**src/rtl/blk_xfer_seq.sv**
```systemverilog
module blk_xfer_seq #(
  parameter int NREG       = 16,
  parameter int AW         = 32,
  parameter int WORD_BYTES = 4
) (
  input  logic                    clk,
  input  logic                    rst_n,
  input  logic                    start,
  input  logic [NREG-1:0]         reg_mask,
  input  logic [AW-1:0]           base_in,
  input  logic [1:0]              mode,
  input  logic                    is_load,
  input  logic                    wb_en,
  input  logic [$clog2(NREG)-1:0] base_idx,
  output logic                    busy,
  output logic                    xfer_valid,
  output logic [AW-1:0]           xfer_addr,
  output logic [$clog2(NREG)-1:0] xfer_idx,
  output logic                    xfer_load,
  output logic                    xfer_base_orig,
  output logic                    done,
  output logic                    wb_valid,
  output logic [AW-1:0]           wb_base
);
  localparam int IW     = $clog2(NREG);
  localparam int CW     = IW + 1;
  localparam int PC_IDX = NREG - 1;

  typedef enum logic [1:0] {S_IDLE, S_RUN, S_DONE} st_t;

  st_t             st_q;
  logic [NREG-1:0] rem_q;
  logic [AW-1:0]   addr_q, final_q;
  logic            load_q, wb_q, orig_q;
  logic [IW-1:0]   bidx_q;

  logic [CW-1:0]   cnt;
  logic [AW-1:0]   span, first_addr, final_addr;
  logic [IW-1:0]   cur_idx;
  logic            base_lowest, last_beat;
  logic            dec, pre;

  always_comb begin
    cnt = '0;
    for (int i = 0; i < NREG; i++) cnt = cnt + CW'(reg_mask[i]);
  end

  always_comb begin
    cur_idx = '0;
    for (int i = NREG - 1; i >= 0; i--)
      if (rem_q[i]) cur_idx = IW'(i);
  end

  assign dec  = mode[1];
  assign pre  = mode[0];
  assign span = AW'(cnt) * AW'(WORD_BYTES);

  assign first_addr = dec ? (base_in - span + (pre ? '0 : AW'(WORD_BYTES)))
                          : (base_in + (pre ? AW'(WORD_BYTES) : '0));
  assign final_addr = dec ? (base_in - span) : (base_in + span);

  assign base_lowest = reg_mask[base_idx] &&
                       ((reg_mask & ~({NREG{1'b1}} << base_idx)) == '0);
  assign last_beat   = (rem_q & (rem_q - 1'b1)) == '0;

  always_ff @(posedge clk or negedge rst_n) begin
    if (!rst_n) begin
      st_q    <= S_IDLE;
      rem_q   <= '0;
      addr_q  <= '0;
      final_q <= '0;
      load_q  <= 1'b0;
      wb_q    <= 1'b0;
      orig_q  <= 1'b0;
      bidx_q  <= '0;
    end else begin
      unique case (st_q)
        S_IDLE: if (start) begin
          rem_q   <= reg_mask;
          addr_q  <= first_addr;
          final_q <= final_addr;
          load_q  <= is_load;
          wb_q    <= wb_en && (base_idx != IW'(PC_IDX));
          orig_q  <= !is_load && base_lowest;
          bidx_q  <= base_idx;
          st_q    <= (reg_mask == '0) ? S_DONE : S_RUN;
        end
        S_RUN: begin
          rem_q  <= rem_q & (rem_q - 1'b1);
          addr_q <= addr_q + AW'(WORD_BYTES);
          if (last_beat) st_q <= S_DONE;
        end
        default: st_q <= S_IDLE;
      endcase
    end
  end

  assign busy           = st_q != S_IDLE;
  assign xfer_valid     = st_q == S_RUN;
  assign xfer_addr      = addr_q;
  assign xfer_idx       = cur_idx;
  assign xfer_load      = load_q;
  assign xfer_base_orig = xfer_valid && orig_q && (cur_idx == bidx_q);
  assign done           = st_q == S_DONE;
  assign wb_valid       = done && wb_q;
  assign wb_base        = final_q;


  idx_ascend_chk: assert property (@(posedge clk) disable iff (!rst_n)
    xfer_valid && $past(xfer_valid) |-> xfer_idx > $past(xfer_idx));


  addr_step_chk: assert property (@(posedge clk) disable iff (!rst_n)
    xfer_valid && $past(xfer_valid) |-> xfer_addr == $past(xfer_addr) + AW'(WORD_BYTES));


  done_after_last_chk: assert property (@(posedge clk) disable iff (!rst_n)
    xfer_valid && $countones(rem_q) == 1 |=> done && !xfer_valid);


  done_single_chk: assert property (@(posedge clk) disable iff (!rst_n)
    done |=> !done && !busy);


  wb_in_done_chk: assert property (@(posedge clk) disable iff (!rst_n)
    wb_valid |-> done);


  orig_store_chk: assert property (@(posedge clk) disable iff (!rst_n)
    xfer_base_orig |-> xfer_valid && !xfer_load);


  no_restart_chk: assert property (@(posedge clk) disable iff (!rst_n)
    busy && !done |=> $stable(wb_base));


  beat_done_excl_chk: assert property (@(posedge clk) disable iff (!rst_n)
    $onehot0({xfer_valid, done}));
endmodule

```
**config.mk**
```make
export PLATFORM = sky130hd
export DESIGN_NAME = blk_xfer_seq
export DESIGN_NICKNAME = d
export VERILOG_FILES = /design/src/rtl/blk_xfer_seq.sv
export SDC_FILE = /design/constraint.sdc
export NUM_CORES = 1
export LEC_CHECK = 0
export ABC_CLOCK_PERIOD_IN_PS = 3200
export BUFFER_PORTS_ARGS = -buffer_cell sky130_fd_sc_hd__buf_2
export CAP_MARGIN = 20
export CORE_MARGIN = 2
export CORE_UTILIZATION = 55
export CTS_BUF_LIST = sky130_fd_sc_hd__clkbuf_8
export CTS_CLUSTER_SIZE = 14
export DETAILED_ROUTE_END_ITERATION = 8
export PLACE_DENSITY_LB_ADDON = 0.15
export SLEW_MARGIN = 20
export SYNTH_ARGS = -nofsm -noshare
export SYNTH_HDL_FRONTEND = slang
export SYNTH_SLANG_ARGS = --single-unit
```
**constraint.sdc**
```tcl
create_clock -name clk -period 3.2 [get_ports clk]
set_input_delay 0.64 -clock clk [delete_from_list [all_inputs] [get_ports clk]]
set_output_delay 0.64 -clock clk [all_outputs]
set_load 0.1 [all_outputs]
```
==> impl_metrics.json, run 1 <==
{
  "status": "finished, violations left",
  "violations": "setup timing",
  "final_nets": 1507,
  "synthesis.area_um2": 8450,
  "syn_to_final_growth_pct": 47.4,
  "die_area_um2": 16400,
  "cts_sinks": 89,
  "grt_setup_unrepaired": "yes",
  "crit_required_ns": 3.47,
  "clock_skew_ns": 0.0177,
  "hold_viol": 0,
  "crit_slowest_cell": "fa_1",
  "synth_edf_count": 0,
  "finalWirelength_um": 32900,
  "first_pass_iters": 6,
  "vdd_drop_max_uv": 1050,
  "synth-seq-cells": 89,
  "diodes": 0,
  "hold_buffers": 0,
  "cp_top_family": "adder cells",
  "coreArea_um2": 15100,
  "grt_pass1_vias": 8781,
  "post_dp_cell_area_um2": 10800,
  "hp-class": "in2async",
  "drv_cap": 0,
  "dp_slack_ns": -3.81,
  "grt_overflow": 0,
  "grt_pass1_wl_um": 46100,
  "cts.root.buffer_cell": "clkbuf_8",
  "max-clock-path-buffers": 2,
  "synthesis.nets": 1215,
  "start_util_pct": 56.0,
  "via_per_inst": 6.36,
  "antenna_found_initial": 0,
  "dp_hpwl_um": 21700,
  "dieHeight_um": 128,
  "critPathKind": "in2reg",
  "ys_async_sr_fraction_pct": 100,
  "crit_path_start_kind": "primary input",
  "grt_util_all_layers_pct": 35.6,
  "period_needed_ns": 6.44,
  "ys_types": 79,
  "syn_inst": 1122,
  "fin_crit_sh_pct": 201,
  "h-tree-depth": 3,
  "routedWlPerCell_um": 20.5,
  "cpMostUsedCell": "fa_1",
  "drc": 0,
  "yosysWarnings": 0,
  "n_fill_cell": 970,
  "rows": 45,
  "cts_tree": "done",
  "num_vias": 10219,
  "critPathMaxFanout": 5,
  "first_iter_violations": 1215,
  "clk_latency_ns": 0.42,
  "p_per_area_nw_per_um2": 1110,
  "drive_gt1_share_pct": 41.1,
  "cts_inserted_buffers": 9,
  "synth.avg_cell_area_um2": 7.53,
  "slew_viol_final": 0,
  "setup_tns_ns": -144.25,
  "finalWeightedCongestion": 1.03,
  "ant_nets": 0,
  "die_w_um": 128,
  "io_pins": 133,
  "cellLeakagePower_nw": 5.40,
  "path_buf_inv": 6,
  "seq_area_frac_synth_pct": 26.4,
  "synth_top_flop_cell": "dfrtp_1",
  "register_area_um2": 2230,
  "max_slew.worst_pin.slew_ns": 0.561,
  "setup_viol": 60,
  "critical_path.endpoint_type": "flip-flop",
  "final_area_um2": 12500,
  "multiInputGateArea_um2": 6980,
  "grt_max_degree": 90,
  "port_buffers": 132,
  "max_stage_delay_ns": 0.60,
  "max_freq_mhz": 155,
  "setup_ws_ns": -3.24,
  "relSlewSlack_pct": 62.3,
  "clk_pin_slew_ns": 0.11,
  "crit_arrival_ns": 6.71
}
-- cells in the final DEF (no fill, tap or decap), types with 12 or more instances in the layout --
cell     count
nor2_1      77
xnor2_2     16
dfrtp_1     89
o21ai_1     43
o22ai_1     15
and3_1      13
xor2_1      33
buf_2      124
a22oi_1     12
a21oi_1     69
mux2i_1     12
inv_1       34
buf_4      190
nor2_4      14
or3_1       18
xnor2_1     42
nand2_1    141
nor3_4      13
o21ai_0     38
nand4_1     16
buf_6       38
nand3_1     34
nor3_1      27
-- kinds of logic (layout without fill, tap and decap cells) --
kind of cell | count (synthesis) | in the layout | share of synthesized area, %
AND/OR/NAND/NOR | 461 | 461 | 27.1
AO/OA/AOI/OAI | 288 | 288 | 20.7
buffers and inverters | 128 | 425 | 6.09
XOR/XNOR | 96 | 96 | 9.95
flip-flops | 89 | 89 | 26.4
adder cells (fa/ha/maj) | 36 | 36 | 6.34
multiplexers | 24 | 24 | 3.51
-- registers in the layout, indices dropped and copies added, names as in the netlist --
name,cells
st_q,2
rem_q,16
bidx_q,4
wb_q,1
orig_q,1
wb_base,32
xfer_addr,32
xfer_load,1
-- Yosys cell counts, types with 3 or more instances --
cell / instances / area, um2
nor3_2: 3 / 30.0
nor3_1: 41 / 205
and3_1: 13 / 81.3
xnor2_1: 59 / 517
inv_1: 48 / 180
a31oi_1: 10 / 62.6
nand4_1: 16 / 100
nor4_1: 17 / 106
dfrtp_1: 89 / 2230
o31ai_1: 7 / 52.6
buf_1: 11 / 41.3
and2_1: 8 / 50.1
o22ai_1: 15 / 93.8
a22oi_1: 16 / 120
nor2_1: 95 / 357
a21oi_1: 80 / 400
buf_2: 9 / 45.0
fa_1: 12 / 240
mux2i_1: 15 / 150
mux4_2: 4 / 90.1
o21a_1: 6 / 45.0
o21ai_1: 24 / 120
or2_2: 5 / 31.3
nand3_1: 38 / 190
o211ai_1: 4 / 30.0
nand2_1: 157 / 589
o21bai_1: 4 / 30.0
clkbuf_1: 55 / 206
nand2b_1: 8 / 50.1
or4_1: 11 / 82.6
or3_1: 25 / 156
a21o_1: 11 / 82.6
ha_1: 22 / 275
o32ai_1: 3 / 26.3
mux2_2: 3 / 33.8
a221oi_1: 5 / 43.8
xor2_1: 37 / 324
o21ai_0: 69 / 345
o221ai_1: 3 / 26.3
nor2b_1: 5 / 31.3
a211oi_1: 6 / 45.0
-- per-stage QoR --
stage          power, mW  hold slack, ns  utilization (%)  std cells
2_1_floorplan       9.01           0.344                -       1122
3_3_place_gp        11.2           0.452             71.5       1543
3_5_place_dp        11.3           0.457             71.5       1543
4_1_cts             12.9           0.279             77.7       1582
5_1_grt             14.4           0.304             82.5       1607
6_report            13.8           0.236             82.5       1607
-- path summary, 6_finish.rpt --
path	from	end	slack [ns]	cells past startpoint
setup reg to reg	rem_q[3]	rem_q[15]	0.15	10
max in group asynchronous	rst_n	wb_base[30]	2.53	2
hold reg to reg	wb_base[1]	wb_base[1]	0.48	2
setup / recovery	reg_mask[5]	xfer_addr[18]	-3.24	25
hold / removal	rst_n	wb_base[6]	0.24	2
min in group clk	base_in[0]	xfer_addr[0]	0.44	3
-- layout make-up --
class	count	area share [%]
repair buffers	360	21.0
clock inverters	7	0.593
inverters	49	1.64
flip-flops and latches	89	17.9
multi-input cells	905	56.1
clock buffers	9	0.994
well taps	188	1.89
-- where the power goes --
group / switching, mW / leakage (nW) / internal (mW)
Combinational: 7.28 / 4.24 / 3.58
Clock: 0.528 / 0.0942 / 0.306
Sequential: 0.479 / 1.07 / 1.63
-- repair_timing --
item,4_1_cts,5_1_grt
endpoints found under the setup margin,61,63
endpoints found under the hold margin,0,0
setup buffers,25,28
pin swaps,55,83
resized for setup,122,126
-- per-layer routing --
| metal | track usage [%] | wire length [um] | vias up |
|---|---|---|---|
| met5 | 0 | 0 | - |
| met4 | 13.6 | 1670 | 0 |
| met3 | 3.92 | 2920 | 180 |
| met2 | 57.9 | 15300 | 685 |
| met1 | 48.9 | 13000 | 4782 |
| li1 | - | - | 4572 |
Note: power is estimated with default switching activity, not from simulation.
==> run 2, diff against run 1 <==
--- a/config.mk
+++ b/config.mk
@@ -14,6 +14,7 @@
 export CTS_CLUSTER_SIZE = 14
 export DETAILED_ROUTE_END_ITERATION = 8
 export PLACE_DENSITY_LB_ADDON = 0.15
+export RECOVER_POWER = 100
 export SLEW_MARGIN = 20
 export SYNTH_ARGS = -nofsm -noshare
 export SYNTH_HDL_FRONTEND = slang
==> impl_metrics.json, run 2 (synthesized netlist as in run 1, its figures left out) <==
{
  "status": "finished, violations left",
  "violations": "DRC, capacitance limit, slew limit, setup timing",
  "max_stage_delay_ns": 0.60,
  "antenna_found_initial": 0,
  "whs_path_depth": 3,
  "cpMostUsedCell": "fa_1",
  "post_dp_cell_area_um2": 10800,
  "drc": 6,
  "crit_arrival_ns": 6.73,
  "vdd_drop_max_uv": 1040,
  "drive_gt1_share_pct": 35.9,
  "whs_endpoint": "xfer_addr[0]",
  "cellLeakagePower_nw": 5.19,
  "grt_overflow": 0,
  "crit_slowest_cell": "fa_1",
  "period_needed_ns": 6.45,
  "drv_cap": 1,
  "max_slew.worst_pin.slew_ns": 2.31,
  "max-clock-path-buffers": 2,
  "grt_util_all_layers_pct": 35.6,
  "h-tree-depth": 3,
  "dp_hpwl_um": 21700,
  "switchingPower_mw": 8.28,
  "io_pins": 133,
  "diodes": 0,
  "grt_pass1_wl_um": 46100,
  "cts_tree": "done",
  "setup_ws_ns": -3.25,
  "die_w_um": 128,
  "clock_skew_ns": 0.0166,
  "most-common-layout-cells": "buf_4 (186), nand2_1 (142), dfrtp_1 (89)",
  "seqPwrFrac_pct": 15.5,
  "relSlewSlack_pct": -53.8,
  "start_util_pct": 56.0,
  "power.internal_mw": 5.36,
  "p_sw_share_pct": 60.7,
  "final_area_um2": 12300,
  "ant_nets": 0,
  "via_per_inst": 6.32,
  "timing.rr.end": "rem_q[15]",
  "final_nets": 1507,
  "cts_inserted_buffers": 9,
  "critical_path.endpoint_type": "flip-flop",
  "num_vias": 10162,
  "first_iter_violations": 1138,
  "r2r-start": "rem_q[3]",
  "finalWirelength_um": 32800,
  "grt_setup_unrepaired": "yes",
  "clk_pin_slew_ns": 0.11,
  "port_buffers": 132,
  "cts.root.buffer_cell": "clkbuf_8",
  "grt_pass1_vias": 8781,
  "layout_commonest_cell": "buf_4",
  "coreArea_um2": 15100,
  "clockPowerShare_pct": 6.1,
  "rows": 45,
  "setup_viol": 62,
  "grt_max_degree": 90,
  "slew_viol_final": 90,
  "stdcell_count": 1607,
  "critPathMaxFanout": 5,
  "dieHeight_um": 128,
  "syn_to_final_growth_pct": 45.9,
  "fin_crit_sh_pct": 202,
  "hold_viol": 0,
  "routedWlPerCell_um": 20.4,
  "n_fill_cell": 1014,
  "crit_required_ns": 3.47,
  "hp-class": "in2reg",
  "finalWeightedCongestion": 1.03,
  "post-place-cells": 1543,
  "p_per_area_nw_per_um2": 1110,
  "first_pass_iters": 9,
  "path_buf_inv": 6,
  "die_area_um2": 16400,
  "p_comb_share_pct": 78.4,
  "rr_worst_depth": 10,
  "cp_top_family": "adder cells",
  "cts_sinks": 89,
  "critPathKind": "in2reg",
  "rrSetupSlack_ns": 0,
  "crit_path_start_kind": "primary input",
  "max_freq_mhz": 155,
  "clk_latency_ns": 0.41,
  "hp-start": "base_in[0]"
}
==> run 2: changes by cell type in the layout (fill, tap and decap cells not counted), sizes merged <==
cell,change
clkbuf,+77
buf,-77
==> run 2: stage by stage <==
step           worst slack, ns  util [%]  setup TNS (ns)  hold slack (ns)  power [mW]
2_1_floorplan            -3.50         -         -136.87            0.344        9.01
3_3_place_gp             -3.69      71.5         -168.62            0.452        11.2
3_5_place_dp             -3.81      71.5         -174.94            0.457        11.3
4_1_cts                  -3.15      77.7         -136.42            0.279        12.9
5_1_grt                  -3.37      81.7         -153.08            0.454        14.2
6_report                 -3.25      81.7         -144.86            0.446        13.6
==> run 2: area by class of cell <==
class	instances	area, um2	area share (%)
timing repair buffer	360	2500	20.3
multi-input combinational	905	6960	56.5
tap	188	235	1.91
clock buffer	9	124	1.00
clock inverter	7	73.8	0.599
inverter	49	204	1.65
sequential	89	2230	18.1
==> run 2: repair_timing <==
action                                  in CTS  in global routing
endpoints found under the setup margin      61                 63
setup buffers                               25                 28
pin swaps                                   55                 83
resized for setup                          122                126
hold buffers                                 0                  0
endpoints found under the hold margin        0                  0
cloned                                       0                  0
==> run 2: tightest hold or removal path, stage by stage <==
cell,delay (ns)
buf_2,0.07
nand2_1,0.05
nand2_1,0.05
==> run 2: worst max path at each step <==
| stage | startpoint | endpoint | slack, ns | cells past startpoint |
|---|---|---|---|---|
| after floorplan | reg_mask[11] | xfer_addr[19] | -3.50 | 24 |
| after global placement | reg_mask[11] | xfer_addr[27] | -3.69 | 24 |
| after detailed placement | reg_mask[11] | xfer_addr[27] | -3.81 | 23 |
| after CTS | reg_mask[5] | xfer_addr[25] | -3.15 | 23 |
| after global routing | reg_mask[5] | xfer_addr[25] | -3.37 | 22 |
| final | reg_mask[5] | xfer_addr[18] | -3.25 | 25 |
==> run 2: per-layer routing <==
layer | share of wire [%] | routed length (um) | track usage (%) | vias up
li1 | - | - | - | 4566
met1 | 40 | 13000 | 48.9 | 4797
met2 | 47 | 15300 | 57.9 | 634
met3 | 8.4 | 2760 | 3.92 | 165
met4 | 5.1 | 1690 | 13.6 | 0
met5 | 0 | 0 | 0 | -
==> run 2: power groups by stage <==
| stage | combinational, mW | sequential [mW] | clock [mW] |
|---|---|---|---|
| final | 10.7 | 2.12 | 0.829 |
| after global routing | 11.2 | 2.18 | 0.872 |
| after CTS | 9.98 | 2.09 | 0.826 |
| after detailed placement | 9.21 | 2.10 | 0 |
| after global placement | 9.06 | 2.09 | 0 |
| after floorplan | 4.23 | 4.78 | 0 |
